### src/rtl/ring_cmp_pkg.sv
package ring_cmp_pkg;
    localparam int ADDR_W = 40;
    localparam int BASE_W = ADDR_W - 3;
    localparam int LEN_W  = 16;
    localparam int CODE_W = 5;
    localparam int WORD_W = 64;
    localparam int NSTS   = 4;

    localparam logic [CODE_W-1:0] CODE_END  = 5'h0F;
    localparam logic [CODE_W-1:0] CODE_MORE = 5'h10;

    typedef enum logic [1:0] {
        KIND_NONE = 2'd0,
        KIND_END  = 2'd1,
        KIND_MORE = 2'd2,
        KIND_ERR  = 2'd3
    } cmp_kind_e;

    typedef struct packed {
        logic [1:0]        rsvd;
        logic              ts;
        logic [CODE_W-1:0] code;
        logic [LEN_W-1:0]  len;
        logic [ADDR_W-1:0] addr;
    } cmp_word_t;

    function automatic cmp_kind_e classify(input logic [CODE_W-1:0] code);
        if (code == CODE_END)       return KIND_END;
        else if (code == CODE_MORE) return KIND_MORE;
        else                        return KIND_ERR;
    endfunction
endpackage

### src/rtl/ring_chan.sv
module ring_chan
    import ring_cmp_pkg::*;
#(
    parameter int MAX_ENTRIES = 512,
    localparam int CNT_W = $clog2(MAX_ENTRIES + 1),
    localparam int IDX_W = $clog2(MAX_ENTRIES)
) (
    input  logic              clk,
    input  logic              rst,
    input  logic [BASE_W-1:0] base,
    input  logic [CNT_W-1:0]  size,
    input  logic [CNT_W-1:0]  hwm,
    input  logic              db_vld,
    input  logic [CNT_W-1:0]  db_cnt,
    input  logic              ack_vld,
    input  logic [CNT_W-1:0]  ack_cnt,
    input  logic              ev_vld,
    input  logic [LEN_W-1:0]  ev_len,
    input  logic [CODE_W-1:0] ev_code,
    input  logic              ev_ts,
    output logic [IDX_W-1:0]  head,
    output logic [CNT_W-1:0]  avail,
    output logic [CNT_W-1:0]  done,
    output cmp_word_t         word,
    output cmp_kind_e         kind,
    output logic              thr_set,
    output logic              ovf_set
);
    logic              accept;
    logic [CNT_W:0]    a_sum, d_sum, d_sub, d_tmp;
    logic [CNT_W-1:0]  a_next, d_next;
    logic [IDX_W-1:0]  h_next;
    logic [ADDR_W-1:0] ent_addr;

    assign accept  = ev_vld && (avail != '0);
    assign ovf_set = ev_vld && (avail == '0);
    assign thr_set = done > hwm;

    always_comb begin
        a_sum  = {1'b0, avail} - {{CNT_W{1'b0}}, accept}
               + (db_vld ? {1'b0, db_cnt} : '0);
        a_next = (a_sum > {1'b0, size}) ? size : a_sum[CNT_W-1:0];
        d_sum  = {1'b0, done} + {{CNT_W{1'b0}}, accept};
        d_sub  = ack_vld ? {1'b0, ack_cnt} : '0;
        d_tmp  = (d_sub > d_sum) ? '0 : d_sum - d_sub;
        d_next = (d_tmp > {1'b0, size}) ? size : d_tmp[CNT_W-1:0];
        if (!accept)
            h_next = head;
        else if ({1'b0, head} == size - 1'b1)
            h_next = '0;
        else
            h_next = head + 1'b1;
        ent_addr = {base, 3'b000} + ADDR_W'({head, 3'b000});
    end

    always_ff @(posedge clk) begin
        if (rst) begin
            head  <= '0;
            avail <= '0;
            done  <= '0;
            word  <= '0;
            kind  <= KIND_NONE;
        end else begin
            head  <= h_next;
            avail <= a_next;
            done  <= d_next;
            if (accept) begin
                word <= '{rsvd: 2'b00, ts: ev_ts, code: ev_code,
                          len: ev_len, addr: ent_addr};
                kind <= classify(ev_code);
            end
        end
    end

    a_r2_avail_cap: assert property (@(posedge clk) disable iff (rst)
        avail <= size);
    a_r3_done_cap: assert property (@(posedge clk) disable iff (rst)
        done <= size);
    a_r3_head_wrap: assert property (@(posedge clk) disable iff (rst)
        (ev_vld && avail != '0 && {1'b0, head} == size - 1'b1) |=> head == '0);
    a_r4_ovf_frozen: assert property (@(posedge clk) disable iff (rst)
        (ev_vld && avail == '0 && !db_vld) |=> ($stable(head) && avail == '0));
    a_r5_ack_clear: assert property (@(posedge clk) disable iff (rst)
        (ack_vld && !ev_vld && ack_cnt >= done) |=> done == '0);
endmodule

### src/rtl/irq_ctl.sv
module irq_ctl #(
    parameter int N = 4
) (
    input  logic         clk,
    input  logic         rst,
    input  logic [N-1:0] set,
    input  logic         clr_vld,
    input  logic [N-1:0] clr_mask,
    input  logic [N-1:0] en,
    output logic [N-1:0] sts,
    output logic         irq
);
    logic [N-1:0] clr_bits;
    assign clr_bits = clr_vld ? clr_mask : '0;

    always_ff @(posedge clk) begin
        if (rst) begin
            sts <= '0;
            irq <= 1'b0;
        end else begin
            sts <= (sts & ~clr_bits) | set;
            irq <= |(sts & en);
        end
    end

    for (genvar i = 0; i < N; i++) begin : g_chk
        a_r8_sticky_set: assert property (@(posedge clk) disable iff (rst)
            set[i] |=> sts[i]);
        a_r9_w1c: assert property (@(posedge clk) disable iff (rst)
            (clr_vld && clr_mask[i] && !set[i]) |=> !sts[i]);
        a_r10_en_no_touch: assert property (@(posedge clk) disable iff (rst)
            (sts[i] && !(clr_vld && clr_mask[i])) |=> sts[i]);
    end

    a_r10_irq_rise: assert property (@(posedge clk) disable iff (rst)
        (|(sts & en)) |=> irq);
    a_r10_irq_fall: assert property (@(posedge clk) disable iff (rst)
        !(|(sts & en)) |=> !irq);
endmodule

### src/rtl/ring_cmp_ctrl.sv
module ring_cmp_ctrl
    import ring_cmp_pkg::*;
#(
    parameter int MAX_ENTRIES = 512,
    localparam int CNT_W = $clog2(MAX_ENTRIES + 1),
    localparam int IDX_W = $clog2(MAX_ENTRIES)
) (
    input  logic                         clk,
    input  logic                         rst,
    input  logic [1:0][BASE_W-1:0]       ring_base,
    input  logic [1:0][CNT_W-1:0]        ring_size,
    input  logic [1:0][CNT_W-1:0]        ring_hwm,
    input  logic [1:0]                   db_vld,
    input  logic [1:0][CNT_W-1:0]        db_cnt,
    input  logic [1:0]                   ack_vld,
    input  logic [1:0][CNT_W-1:0]        ack_cnt,
    input  logic [1:0]                   ev_vld,
    input  logic [1:0][LEN_W-1:0]        ev_len,
    input  logic [1:0][CODE_W-1:0]       ev_code,
    input  logic [1:0]                   ev_ts,
    input  logic                         sts_clr_vld,
    input  logic [NSTS-1:0]              sts_clr_mask,
    input  logic [NSTS-1:0]              irq_en,
    output logic [1:0][IDX_W-1:0]        head_idx,
    output logic [1:0][CNT_W-1:0]        avail_cnt,
    output logic [1:0][CNT_W-1:0]        done_cnt,
    output logic [1:0][WORD_W-1:0]       cmp_word,
    output logic [1:0][1:0]              cmp_kind,
    output logic [NSTS-1:0]              irq_sts,
    output logic                         irq
);
    logic [1:0]      thr_set, ovf_set;
    logic [NSTS-1:0] set_vec;

    for (genvar d = 0; d < 2; d++) begin : g_ring
        cmp_word_t w;
        cmp_kind_e k;
        ring_chan #(.MAX_ENTRIES(MAX_ENTRIES)) u_chan (
            .clk     (clk),
            .rst     (rst),
            .base    (ring_base[d]),
            .size    (ring_size[d]),
            .hwm     (ring_hwm[d]),
            .db_vld  (db_vld[d]),
            .db_cnt  (db_cnt[d]),
            .ack_vld (ack_vld[d]),
            .ack_cnt (ack_cnt[d]),
            .ev_vld  (ev_vld[d]),
            .ev_len  (ev_len[d]),
            .ev_code (ev_code[d]),
            .ev_ts   (ev_ts[d]),
            .head    (head_idx[d]),
            .avail   (avail_cnt[d]),
            .done    (done_cnt[d]),
            .word    (w),
            .kind    (k),
            .thr_set (thr_set[d]),
            .ovf_set (ovf_set[d])
        );
        assign cmp_word[d] = w;
        assign cmp_kind[d] = k;
    end

    assign set_vec = {ovf_set[1], thr_set[1], ovf_set[0], thr_set[0]};

    irq_ctl #(.N(NSTS)) u_irq (
        .clk      (clk),
        .rst      (rst),
        .set      (set_vec),
        .clr_vld  (sts_clr_vld),
        .clr_mask (sts_clr_mask),
        .en       (irq_en),
        .sts      (irq_sts),
        .irq      (irq)
    );
endmodule

### config.mk
export PLATFORM = sky130hd
export DESIGN_NAME = ring_cmp_ctrl
export DESIGN_NICKNAME = d
export VERILOG_FILES = /design/src/rtl/ring_cmp_pkg.sv /design/src/rtl/ring_chan.sv /design/src/rtl/irq_ctl.sv /design/src/rtl/ring_cmp_ctrl.sv
export SDC_FILE = /design/constraint.sdc
export NUM_CORES = 1
export LEC_CHECK = 0
export BUFFER_PORTS_ARGS = -buffer_cell sky130_fd_sc_hd__buf_2
export CORE_UTILIZATION = 48
export CTS_CLUSTER_DIAMETER = 150
export DETAILED_ROUTE_END_ITERATION = 8
export PLACE_DENSITY = 0.78
export SLEW_MARGIN = 20
export SYNTH_ARGS = -nofsm -noshare
export SYNTH_HDL_FRONTEND = slang
export SYNTH_SLANG_ARGS = --single-unit
### constraint.sdc
create_clock -name clk -period 5.2 [get_ports clk]
set_input_delay 0.78 -clock clk [delete_from_list [all_inputs] [get_ports clk]]
set_output_delay 0.78 -clock clk [all_outputs]
set_load 0.02 [all_outputs]
==> Yosys cells after proc, flatten, opt, wreduce, memory -nomap -nowiden <==
Index checks and enable logic that the tools add are counted.
{ "totals": {"register_bits": 191, "in_bits": 215, "out_inout_bits": 195, "word_cells": 76} }
{ "classes": {"n_addsub": 14, "order_cmp": 8, "eq_ne": 6, "muxes": 17, "n_bitwise": 4, "reduce_logical": 9} }
{ "op_table": {"columns": ["op", "count"], "rows": [
  ["$add 40x12->40", 2],
  ["$mux 10", 8],
  ["$gt 11x10->1", 4],
  ["$add 10x1->11", 2],
  ["$add 11x11->11", 2],
  ["$gt 11x11->1", 2],
  ["$mux 11", 2],
  ["$sub 10x1->11", 2],
  ["$sub 11x11->11", 2],
  ["$eq 9x10->1", 2],
  ["$gt 10x10->1", 2],
  ["$logic_not 10->1", 2],
  ["$reduce_bool 10->1", 2],
  ["$sub 10x1->10 const B", 2],
  ["$add 9x1->9 const B", 2],
  ["$mux 9", 2],
  ["$eq 5x4->1 const B", 2],
  ["$eq 5x5->1 const B", 2],
  ["$and 4x4->4", 2],
  ["$logic_and 1x1->1", 4],
  ["$mux 2", 2],
  ["$mux 4", 1],
  ["$not 4->4", 1],
  ["$or 4x4->4", 1],
  ["2 further kinds", 3]
]} }

==> Logic depth before layout (Yosys ltp) <==
Gate-level depths: netlist of the first run.
{ "depth": {"depth_word": 7, "mapped_depth": 27, "ltp_nobuf": 23} }

==> Hierarchy <==
From an unflattened synthesis of the first run, not the netlist that was laid out.
{ "hier_totals": {"cells_unflattened": 1775, "area_unflattened_um2": 13995.9} }
{ "by_module_without_submodules": {"columns": ["module", "n_inst", "cells_per_inst", "area_per_inst_um2", "seq_area_each_um2"], "rows": [
  ["ring_chan (g_ring[1].u_chan)", 1, 896, 7038.0, 1801.7],
  ["ring_chan (g_ring[0].u_chan)", 1, 863, 6767.7, 1801.7],
  ["irq_ctl", 1, 16, 190.2, 100.1]
]} }

==> Worst setup path after synthesis of the first run <==
Ideal clock, no wire load.
{ "synth_timing": {"kind": "input to register", "start": "in ev_vld[0]", "end": "reg g_ring[0].u_chan.done[0]", "setup_ns": 0.121, "arrival_ns": 5.572, "required_time_ns": 5.079, "slack_ns": -0.492, "stages": 23, "n_path_buf": 4, "cell_sequence": "nand2_1 > inv_1 > clkbuf_1 > clkbuf_1 > ha_1 > ha_1 > nand3_1 > xnor2_1 > ha_1 > and3_1 > a221oi_1 > nand2_1 > nor2_1 > clkbuf_1 > nor2_1 > ha_1 > o21ai_0 > a21oi_1 > o31ai_1 > a221oi_1 > nor3_1 > buf_1 > mux2_2"} }
{ "synth_via": {"elab_chain_len": 6, "elab_cells_between_ends": 7, "classes_between": "add/sub: 2; order compare: 2; mux: 2; reduce/logical: 1"} }
{ "synth_rtl": {"columns": ["item", "line", "rtl"], "rows": [
  ["start: declaration", "ring_cmp_ctrl.sv:17", "input logic [1:0] ev_vld,"],
  ["$logic_and 1x1->1 *", "ring_chan.sv:35", "assign accept = ev_vld && (avail != '0);"],
  ["$add 10x1->11 *", "ring_chan.sv:43", "d_sum = {1'b0, done} + {{CNT_W{1'b0}}, accept};"],
  ["$sub 11x11->11 / $gt 11x11->1 (equally long branches)", "ring_chan.sv:45", "d_tmp = (d_sub > d_sum) ? '0 : d_sum - d_sub;"],
  ["$mux 11 *", "ring_chan.sv:45", null],
  ["$gt 11x10->1", "ring_chan.sv:46", "d_next = (d_tmp > {1'b0, size}) ? size : d_tmp[CNT_W-1:0];"],
  ["$mux 10 *", "ring_chan.sv:46", null],
  ["end signal: assignment", "ring_chan.sv:66", "done <= d_next;"],
  ["end: declaration", "ring_chan.sv:23", "output logic [CNT_W-1:0] done,"]
]} }
Every way passes the cells marked *; elsewhere a longest branch is shown, timed or not.
A chain may end at the register's enable or synchronous reset.

==> Worst setup path in the final report of the first run <==
{ "layout_timing": {"start": "reg g_ring[1].u_chan.avail[0]", "end": "reg g_ring[1].u_chan.avail[1]"} }
{ "layout_via": {"elab_chain_len": 6} }
{ "layout_rtl": {"columns": ["item", "line", "rtl"], "rows": [
  ["start: declaration", "ring_chan.sv:22", "output logic [CNT_W-1:0] avail,"],
  ["start signal: assignment", "ring_chan.sv:65", "avail <= a_next;"],
  ["$reduce_bool 10->1", "ring_chan.sv:35", null],
  ["$logic_and 1x1->1", "ring_chan.sv:35", null],
  ["$sub 10x1->11 *", "ring_chan.sv:40", "a_sum = {1'b0, avail} - {{CNT_W{1'b0}}, accept}"],
  ["$add 11x11->11 *", "ring_chan.sv:41", "+ (db_vld ? {1'b0, db_cnt} : '0);"],
  ["$gt 11x10->1", "ring_chan.sv:42", "a_next = (a_sum > {1'b0, size}) ? size : a_sum[CNT_W-1:0];"],
  ["$mux 10 *", "ring_chan.sv:42", null]
]} }
Marked as above.

==> reports/qor.yml, run 1 <==
status:
  outcome: "complete, no violations"
worst_setup_path:
  r2r-start: "g_ring[1].u_chan.avail[0]"
  critical_path.max_fanout: 11
  worst_setup_path_end_kind: "flop"
  crit_buf_inv: 4
  slowest_stage: "a2111oi_0"
  cp_common_cell: "ha_1"
  rr_worst_depth: 22
  required_ps: 5560
  r2r_setup_slack_ps: 230
  path_class: "reg2reg"
  crit_path_cell_trace: "nor4_4 > nand3_1 > nand2_1 > inv_2 > ha_1 > inv_1 > ha_1 > inv_1 > fa_1 > nor2b_1 > o31a_1 > buf_4 > o21a_1 > or3_1 > and2_1 > ha_1 > a21o_1 > a221o_1 > a2111oi_0 > or2_2 > a21oi_1 > a311oi_1"
  cpPeakStageDelay_ps: 440
  r2r_end: "g_ring[1].u_chan.avail[1]"
  critPathTopFamily: "compound AO/OA/AOI/OAI gates"
  crit_cells: 22
  start_kind: "flop"
  arrival_ps: 5330
global_route:
  grt_max_degree: 95
  grtUsageTotal_pct: 28.4
  overflow: 0
  antenna_found_initial: 2
  grt_first_pass_wirelength_um: 66800
  grt_pass1_vias: 13500
route:
  viasPerCell: 5.67
  wl_met1_um: 18300
  wl_per_cell_um: 16.9
  dr.max_layer_used: "met4"
  vias: 14400
  wl_um: 42900
  drt-pass1-iter-count: 5
  ant_nets: 0
  wl_met3_um: 3350
  wl_met2_um: 20100
  drt_iter0_drc: 855
  drc_errors: 0
cts:
  ctsHtreeMaxLevel: 4
  clk_pin_slew_ps: 80
  cts_made_buffers: 17
  cts_buffer_depth: 2
  cts_tree: "built"
  clk_latency_ps: 460
  cts.sinks: 185
  clockRootBuffer: "clkbuf_16"
pwr:
  peakVddDrop_uv: 284
  clock_power_share_pct: 15.1
  combPwrFrac_pct: 62.7
  cellPowerDensity_mw_per_mm2: 533
  p_leak_nw: 7.97
  seqPwrFrac_pct: 22.2
  p_sw_share_pct: 48.0
  switchingPower_w: 0.00431
  p_int_w: 0.00467
synthesis:
  synth_top_area_share_pct: 26.7
  synth_edf_count: 0
  synth.distinct_cells: 75
  avgSynthCellArea_um2: 7.80
  yosys.cell_count.top_type: "nand2_1"
  ys_warn_count: 0
  dominantRegCellSynth: "dfxtp_1"
  synth-async-reset-ratio_pct: 0
  yosys-top-cells-area: "dfxtp_1, ha_1, nand2_1"
  mappedNetlistArea_mm2: 0.0139
  yosys.area.top_type: "dfxtp_1"
  yosysSeqAreaShare_pct: 26.7
  syn_inst: 1780
  ys_seq_elements: 185
  synthTopCellsByCount: "nand2_1, dfxtp_1, a21oi_1"
layout:
  final_nets: 2508
  area_growth_pct: 21.4
  final_design_area_no_fill_mm2: 0.0168
  drive_gt1_share_pct: 22.9
  utilization_pct: 60.0
die:
  die_w_um: 172
  die-area_mm2: 0.0296
  pin_count: 410
  die_y_um: 172
  start_util_pct: 49.4
  coreArea_mm2: 0.0281
  rows: 61
placement:
  gp_congestion: 0.948
  portBuffers: 399
  hpwl_um: 32700
  place_area_mm2: 0.0162
  dp_slack_ps: 193
sta:
  rsz0062_at_grt: "yes"
  fmax_mhz: 201
  fin_ws_ps: 227
  fin_skew_ps: 18.2
  maxSlewHeadroom_pct: 32.6
  setup_viol: 0
  hold_viol: 0
  tns_ps: 0
  min_period_ps: 4970
  finalCritPeriodShare_pct: 95.6
  drv_slew: 0
  worstMarginPinSlew_ps: 1010
flow_run:
  cap_violations: 0
hold_path:
  min_from: "g_ring[0].u_chan.word[60]"
  whs_path_depth: 2
  min_to: "g_ring[0].u_chan.word[60]"
  hold_path.class: "reg2reg"
cell type report:
class / instances / area (um2)
Fill cell: 2574 / 11200
Sequential cell: 185 / 3700
Timing Repair Buffer: 420 / 2160
Multi-Input combinational cell: 1387 / 9420
Antenna cell: 2 / 5.00
Tap cell: 378 / 473
Inverter: 130 / 489
Clock buffer: 17 / 425
Clock inverter: 15 / 173
timing repair:
| action | CTS | global route |
|---|---|---|
| resized for setup | 0 | 7 |
| hold buffers | 0 | 0 |
| buffers inserted | 0 | 0 |
| setup endpoints to repair | 0 | 18 |
layer usage:
metal,vias to the layer above,global-route usage [%]
met5,-,0
met4,0,10.8
met3,80,5.77
met2,596,47.8
met1,6606,35.6
li1,7076,-
power by group through the flow:
stage | logic, W | registers, W | clock network (W)
3_3_place_gp | 0.00532 | 0.00199 | 0
3_5_place_dp | 0.00545 | 0.00200 | 0
2_1_floorplan | 0.00369 | 0.00228 | 0
5_1_grt | 0.00623 | 0.00202 | 0.00143
4_1_cts | 0.00550 | 0.00197 | 0.00137
6_report | 0.00563 | 0.00199 | 0.00136
placed cells by master (no fill, tap or decap), types with 11 or more instances in the layout:
| cell | netlist | layout |
|---|---|---|
| buf_2 | 2 | 398 |
| nand2_1 | 216 | 216 |
| dfxtp_1 | 185 | 185 |
| a21oi_1 | 159 | 157 |
| ha_1 | 146 | 146 |
| inv_1 | 130 | 127 |
| o21ai_0 | 112 | 112 |
| nor2_1 | 94 | 93 |
| xnor2_1 | 79 | 79 |
| xor2_1 | 52 | 52 |
| nor3_1 | 50 | 50 |
| nand3_1 | 47 | 47 |
| a211oi_1 | 46 | 45 |
| nand4_1 | 29 | 29 |
| and3_1 | 26 | 26 |
| o21a_1 | 22 | 22 |
| buf_4 | 10 | 21 |
| a21o_1 | 20 | 20 |
| and2_1 | 20 | 20 |
| o211ai_1 | 18 | 18 |
| o2111ai_1 | 18 | 18 |
| mux2i_1 | 18 | 18 |
| nor2b_1 | 17 | 17 |
| clkbuf_16 | 0 | 17 |
| nand2b_1 | 13 | 13 |
| or3_1 | 12 | 12 |
| and4_1 | 11 | 11 |
| a2111oi_0 | 11 | 11 |
worst reg2reg max path: cells and delay by family (launching register included):
kind	cells	cell delay, ps
adder cells (fa/ha/maj)	4	960
flip-flops	1	350
buffers and inverters	4	340
AND/OR/NAND/NOR	7	1500
AO/OA/AOI/OAI	7	1710
how the worst max path moves through the flow:
stage | to | slack [ps] | startpoint
final | g_ring[1].u_chan.avail[1] | 230 | g_ring[1].u_chan.avail[0]
after CTS | g_ring[1].u_chan.done[6] | 180 | g_ring[1].u_chan.avail[0]
after global placement | g_ring[1].u_chan.done[9] | 260 | ev_vld[1]
after detailed placement | g_ring[1].u_chan.done[6] | 190 | ev_vld[1]
after floorplan | g_ring[0].u_chan.done[0] | 3 | ev_vld[0]
after global routing | g_ring[1].u_chan.avail[1] | -5 | g_ring[1].u_chan.avail[0]
stage by stage:
| step | total power, W | hold slack [ps] | cells |
|---|---|---|---|
| 3_3_place_gp | 0.00731 | 439 | 2500 |
| 4_1_cts | 0.00885 | 454 | 2532 |
| 6_report | 0.00897 | 453 | 2534 |
| 5_1_grt | 0.00968 | 471 | 2534 |
| 3_5_place_dp | 0.00745 | 444 | 2500 |
| 2_1_floorplan | 0.00596 | 530 | 1789 |
state kept, by name (all words and copies together) (netlist names):
name	cells
g_ring.u_chan.word	118
u_irq.irq	1
g_ring.u_chan.kind	4
g_ring.u_chan.done	20
u_irq.sts	4
g_ring.u_chan.avail	20
g_ring.u_chan.head	18
cell families (layout without fill, tap and decap cells):
logic type,after synthesis,in the layout,synth area share (%)
mux,26,26,1.95
simple gates,579,579,20.4
flops,185,185,26.7
fa+ha+maj,152,152,14.0
compound gates,489,489,22.4
other cells,1,12,0.0270
buf+inv,217,582,6.21
xor+xnor,131,131,8.27
Note: power is estimated with default switching activity, not from simulation.
==> inputs of run 2 (changes only) <==
--- a/config.mk
+++ b/config.mk
@@ -6,10 +6,10 @@
 export NUM_CORES = 1
 export LEC_CHECK = 0
 export BUFFER_PORTS_ARGS = -buffer_cell sky130_fd_sc_hd__buf_2
-export CORE_UTILIZATION = 48
+export CORE_UTILIZATION = 42
 export CTS_CLUSTER_DIAMETER = 150
 export DETAILED_ROUTE_END_ITERATION = 8
-export PLACE_DENSITY = 0.78
+export PLACE_DENSITY = 0.7
 export SLEW_MARGIN = 20
 export SYNTH_ARGS = -nofsm -noshare
 export SYNTH_HDL_FRONTEND = slang
==> constraint.sdc (replaced) <==
create_clock -name clk -period 5.2 [get_ports clk]
set_input_delay 0.78 -clock clk [delete_from_list [all_inputs] [get_ports clk]]
set_output_delay 0.78 -clock clk [all_outputs]
set_load 0.1 [all_outputs]
==> run 2 against run 1 <==
  * Clock power grew 7%
  * Setup slack got worse by 46 ps
  * Critical path depth stayed put
  * Count of clock-buffer cells in the layout up 2
  * Non-clock buffer count is 5 higher
  * Routed wire length increased by 4.5%
  * Die area up 14%
==> reports/qor.yml, run 2 (same netlist as run 1, synthesis figures left out) <==
status:
  outcome: "complete, no violations"
cts:
  cts_buffer_depth: 2  # unchanged
  cts.sinks: 185  # unchanged
  ctsHtreeMaxLevel: 4  # unchanged
  clockRootBuffer: "clkbuf_16"
  clk_pin_slew_ps: 80  # about the same
  cts_tree: "built"
  cts_made_buffers: 17  # unchanged
  clk_latency_ps: 470  # about the same
hold_path:
  whs_path_depth: 2  # unchanged
  min_from: "g_ring[0].u_chan.word[60]"
  hold_path.class: "reg2reg"
  min_to: "g_ring[0].u_chan.word[60]"
worst_setup_path:
  r2r-start: "g_ring[1].u_chan.avail[6]"
  cp_common_cell: "ha_1"
  critical_path.max_fanout: 11  # unchanged
  critPathTopFamily: "compound AO/OA/AOI/OAI gates"
  arrival_ps: 5350  # +20 ps
  crit_path_cell_trace: "nor4_4 > nand3_1 > nand2_1 > inv_2 > ha_1 > inv_1 > ha_1 > inv_1 > fa_1 > nor2b_1 > o31a_1 > buf_4 > o21a_1 > or3_1 > and2_1 > ha_1 > a21o_1 > a221o_1 > a2111oi_2 > or2_4 > a21oi_1 > a311oi_1"
  r2r_end: "g_ring[1].u_chan.avail[1]"
  rr_worst_depth: 22  # unchanged
  required_ps: 5530  # -30 ps
  start_kind: "flop"
  cpPeakStageDelay_ps: 370  # -70 ps
  worst_setup_path_end_kind: "flop"
  r2r_setup_slack_ps: 180  # -50 ps
  crit_buf_inv: 4  # unchanged
  slowest_stage: "a2111oi_2"
  path_class: "reg2reg"
layout:
  final_design_area_no_fill_mm2: 0.0171  # +1.7%
  top_regs: "g_ring.u_chan.word (118), g_ring.u_chan.avail (20), g_ring.u_chan.done (20)"
  regArea_mm2: 0.00378  # +2.0%
  fill_cells: 3179  # +24%
  multi_input_area_mm2: 0.00948  # +0.66%
  largest_reg_flops: 118  # unchanged
  area_growth_pct: 23.4
  final_nets: 2514  # +0.24%
  drive_gt1_share_pct: 24.4  # +1.5 points
  top_register: "g_ring.u_chan.word"
  mostFrequentLayoutCells: "buf_2, nand2_1, dfxtp_1"
  final_common_cell: "buf_2"
global_route:
  overflow: 0  # unchanged
  antenna_found_initial: 5  # +3
  grtUsageTotal_pct: 25.8  # -2.6 points
  grt_first_pass_wirelength_um: 70000  # +4.8%
  grt_pass1_vias: 13600  # +1.0%
  grt_max_degree: 92  # -3.2%
route:
  drt_iter0_drc: 864  # +1.1%
  drt-pass1-iter-count: 5  # unchanged
  viasPerCell: 5.53  # -2.3%
  ant_nets: 0  # unchanged
  drc_errors: 0  # unchanged
  vias: 14400  # +0.44%
  wl_per_cell_um: 17.2  # +1.6%
  wl_um: 44800  # +4.5%
pwr:
  cellPowerDensity_mw_per_mm2: 638  # +20%
  p_leak_nw: 8.02  # +0.65%
  total_power_w: 0.0109  # +22%
  peakVddDrop_uv: 418  # +47%
sta:
  drv_slew: 0  # unchanged
  min_period_ps: 5020  # +46.4 ps
  maxSlewHeadroom_pct: 26.2  # -6.4 points
  fmax_mhz: 199  # -0.92%
  finalCritPeriodShare_pct: 96.5  # +0.89 points
  worstMarginPinSlew_ps: 1100  # +90.0 ps
  setup_viol: 0  # unchanged
  hold_viol: 0  # unchanged
  rsz0062_at_grt: "yes"
  fin_skew_ps: 13.4  # -4.70 ps
die:
  die-area_mm2: 0.0338  # +14%
  rows: 66  # +8.2%
  pin_count: 410  # unchanged
  start_util_pct: 42.7  # -6.8 points
  die_y_um: 184  # +6.8%
  die_w_um: 184  # +6.8%
  coreArea_mm2: 0.0325  # +16%
flow_run:
  cap_violations: 0  # unchanged
placement:
  place_area_mm2: 0.0164  # +1.2%
  gp_congestion: 0.944  # -0.42%
  portBuffers: 399  # unchanged
  hpwl_um: 34300  # +4.8%
-- run 2: changes by cell type in the layout (fill, tap and decap cells not counted), moves of 3 or more --
cell and delta:
dfxtp_1 -20, dfxtp_4 +20, buf_4 +5, clkinv_8 -3
-- run 2: routing by layer --
metal | vias to the layer above | part of all wire [%] | track usage, %
met5 | - | 0.049 | 0
met4 | 4 | 1.8 | 7.73
met3 | 64 | 7.6 | 6.68
met2 | 563 | 47 | 43.9
met1 | 6698 | 43 | 31.9
li1 | 7092 | - | -
-- run 2: worst max path at each step --
stage / from / to / depth (start not counted)
2_1_floorplan: g_ring[1].u_chan.avail[0] / g_ring[1].u_chan.done[7] / 26
3_3_place_gp: ev_vld[1] / g_ring[1].u_chan.done[9] / 23
3_5_place_dp: ev_vld[1] / g_ring[1].u_chan.done[1] / 24
4_1_cts: g_ring[1].u_chan.avail[0] / g_ring[1].u_chan.done[1] / 24
5_1_grt: g_ring[1].u_chan.avail[6] / g_ring[1].u_chan.avail[1] / 22
6_report: g_ring[1].u_chan.avail[6] / g_ring[1].u_chan.avail[1] / 22
-- run 2: report_power, final --
part	leakage [nW]	switching, W	internal [W]	total, W
clock network	0.308	0.000682	0.000764	0.00145
logic	6.17	0.00508	0.00238	0.00746
registers	1.54	0.000269	0.00175	0.00201
total	8.02	0.00604	0.00489	0.0109
-- run 2: per-stage QoR --
step / TNS [ps] / std cells / hold slack, ps / util, % / setup slack, ps
2_1_floorplan: 0 / 1789 / 784 / - / 13.5
3_3_place_gp: 0 / 2565 / 439 / 50.4 / 122
3_5_place_dp: 0 / 2565 / 443 / 50.4 / 11.6
4_1_cts: 0 / 2597 / 454 / 52.3 / 78.6
5_1_grt: -219 / 2605 / 474 / 52.6 / -86.2
6_report: 0 / 2606 / 454 / 52.6 / 181
-- run 2: cell type report --
class                      count  share of cell area, %
tap                          442                   3.23
sequential                   185                   22.1
multi-input combinational   1388                   55.3
clock inverter                13                   1.02
clock buffer                  19                   2.65
inverter                     130                   2.85
timing repair buffer         425                   12.8
antenna                        4                 0.0584
-- run 2: what timing repair did --
action,CTS,global route
gates resized for setup,0,18
endpoints found under the setup margin,0,36
buffers inserted,0,3
hold buffers,0,0
-- run 2: tightest hold or removal path, stage by stage, from the launching register on --
cell and delay [ps]:
dfxtp_1 310, nand2_1 50, a21oi_1 50
==> inputs of run 3 (changes only) <==
--- a/config.mk
+++ b/config.mk
@@ -6,10 +6,11 @@
 export NUM_CORES = 1
 export LEC_CHECK = 0
 export BUFFER_PORTS_ARGS = -buffer_cell sky130_fd_sc_hd__buf_2
+export CORE_ASPECT_RATIO = 1.4
 export CORE_UTILIZATION = 42
 export CTS_CLUSTER_DIAMETER = 150
 export DETAILED_ROUTE_END_ITERATION = 8
-export PLACE_DENSITY = 0.7
+export PLACE_DENSITY = 0.67
 export SLEW_MARGIN = 20
 export SYNTH_ARGS = -nofsm -noshare
 export SYNTH_HDL_FRONTEND = slang
==> constraint.sdc (replaced) <==
create_clock -name clk -period 6.41 [get_ports clk]
set_input_delay 0.9615 -clock clk [delete_from_list [all_inputs] [get_ports clk]]
set_output_delay 0.9615 -clock clk [all_outputs]
set_load 0.1 [all_outputs]
==> run 3 against run 2 <==
  * Utilization is 0.86 points lower
  * Sequential power is 20% lower
  * Register-to-register slack better by 460 ps
  * Clock power is 18% lower
  * Routed wire length is 0.42% lower
  * Fmax is 13% lower
  * Critical path depth is 1 higher
  * Non-clock buffer count is 16 lower
  * Via count hardly changed
  * Critical path type unchanged
  * Largest cell class unchanged
  * Highest routed layer unchanged
==> reports/qor.yml, run 3 (same netlist as run 1, synthesis figures left out) <==
status:
  outcome: "complete, no violations"
global_route:
  overflow: 0  # unchanged
  antenna_found_initial: 6  # +1
  grt_max_degree: 95  # +3.3%
  grt_pass1_vias: 13900  # +2.0%
  grt_first_pass_wirelength_um: 70800  # +1.2%
  grtUsageTotal_pct: 26.3  # +0.49 points
route:
  drt_iter0_drc: 721  # -17%
  viasPerCell: 5.57  # +0.67%
  wl_per_cell_um: 17.3  # +0.32%
  vias: 14400  # -0.062%
  ant_nets: 0  # unchanged
  drt-pass1-iter-count: 5  # unchanged
  drc_errors: 0  # unchanged
  wl_um: 44600  # -0.42%
worst_setup_path:
  path_class: "reg2reg"
  worst_setup_path_end_kind: "flop"
  start_kind: "flop"
  critical_path.max_fanout: 14  # +3
  arrival_ps: 6110  # +760 ps
  required_ps: 6750  # +1220 ps
pwr:
  p_leak_nw: 7.92  # -1.3%
  cellPowerDensity_mw_per_mm2: 509  # -20%
  peakVddDrop_uv: 265  # -37%
  total_power_w: 0.00857  # -22%
placement:
  portBuffers: 399  # unchanged
  place_area_mm2: 0.0162  # -1.3%
  dp_slack_ps: 594  # +582 ps
  hpwl_um: 34400  # +0.33%
  gp_congestion: 0.898  # -4.8%
layout:
  top_regs: "g_ring.u_chan.word (118), g_ring.u_chan.avail (20), g_ring.u_chan.done (20)"
  top_register: "g_ring.u_chan.word"
  largest_reg_flops: 118  # unchanged
  drive_gt1_share_pct: 22.2  # -2.3 points
  final_common_cell: "buf_2"
  final_design_area_no_fill_mm2: 0.0168  # -1.7%
  utilization_pct: 51.8  # -0.86 points
  area_growth_pct: 21.3
  final_nets: 2497  # -0.68%
  mostFrequentLayoutCells: "buf_2, nand2_1, dfxtp_1"
die:
  die-area_mm2: 0.0338  # about the same
  start_util_pct: 42.7  # +0.049 points
  die_y_um: 217  # +18%
  pin_count: 410  # unchanged
  coreArea_mm2: 0.0325  # -0.12%
  rows: 78  # +18%
  die_w_um: 156  # -15%
cts:
  hold_buffers: 0  # unchanged
  clk_pin_slew_ps: 70  # about the same
  clk_latency_ps: 450  # -20 ps
  clockRootBuffer: "clkbuf_16"
  ctsHtreeMaxLevel: 4  # unchanged
  post_cts_buffers: 0  # unchanged
  cts_buffer_depth: 2  # unchanged
  cts_tree: "built"
  cts_made_buffers: 17  # unchanged
  cts-resized-gates: 0  # unchanged
  cts.sinks: 185  # unchanged
sta:
  fin_skew_ps: 10.8  # -2.64 ps
  rsz0062_at_grt: "no"
  fmax_mhz: 173  # -13%
  tns_ps: 0  # unchanged
  finalCritPeriodShare_pct: 90.0  # -6.5 points
  drv_slew: 0  # unchanged
  min_period_ps: 5770  # +752 ps
  maxSlewHeadroom_pct: 29.8  # +3.6 points
  worstMarginPinSlew_ps: 1050  # -53.0 ps
  fin_ws_ps: 639  # +458 ps
  setup_viol: 0  # unchanged
  hold_viol: 0  # unchanged
flow_run:
  cap_violations: 0  # unchanged
hold_path:
  hold_path.class: "reg2reg"
run 3: cell type report:
cell class,count,area (um2)
Antenna cell,4,10.0
Clock buffer,19,433
Clock inverter,13,205
Fill cell,3247,15700
Inverter,130,488
Multi-Input combinational cell,1387,9370
Sequential cell,185,3700
Tap cell,440,551
Timing Repair Buffer,409,2070
run 3: stage by stage:
| step | std cells | hold slack [ps] |
|---|---|---|
| 6_report | 2587 | 452 |
| 4_1_cts | 2583 | 455 |
| 5_1_grt | 2587 | 471 |
| 3_3_place_gp | 2551 | 438 |
| 3_5_place_dp | 2551 | 443 |
| 2_1_floorplan | 1789 | 883 |
run 3: power by group:
part	switching, W	internal (W)	total, W
Sequential	0.000210	0.00139	0.00160
Combinational	0.00402	0.00176	0.00578
Clock	0.000522	0.000668	0.00119
Total	0.00475	0.00382	0.00857
run 3: final timing paths:
kind	from	end	slack (ps)	cells past startpoint
worst max-delay path	g_ring[1].u_chan.avail[6]	g_ring[1].u_chan.done[7]	640	23
worst min-delay path	g_ring[1].u_chan.word[49]	g_ring[1].u_chan.word[49]	450	2
worst max register to register	g_ring[1].u_chan.avail[6]	g_ring[1].u_chan.done[7]	640	23
worst min register to register	g_ring[1].u_chan.word[49]	g_ring[1].u_chan.word[49]	450	2
run 3: layer usage:
layer  wire (um)  up-vias  global-route usage (%)
met1       17300     6727                    29.2
met2       22600      524                    47.0
li1            -     7051                       -
met3        3030      106                    6.05
met5          25        -                       0
met4        1700        4                    12.7
run 3: worst max-delay path, cell delays in order, from the launching register on:
cell and delay (ps):
dfxtp_1 320, nor4_1 490, nand3_1 130, nand2_1 120, inv_2 70, ha_1 210, ha_1 220, and2_1 170
and2_1 190, xor2_1 150, ha_1 390, o2111a_1 290, a22oi_1 260, nand2b_1 170, nor2_1 620, nor2_1 130
ha_1 320, a21oi_1 140, o21ai_0 120, nor3_1 160, o21ai_0 120, a211oi_1 260, buf_4 250, mux2_2 350
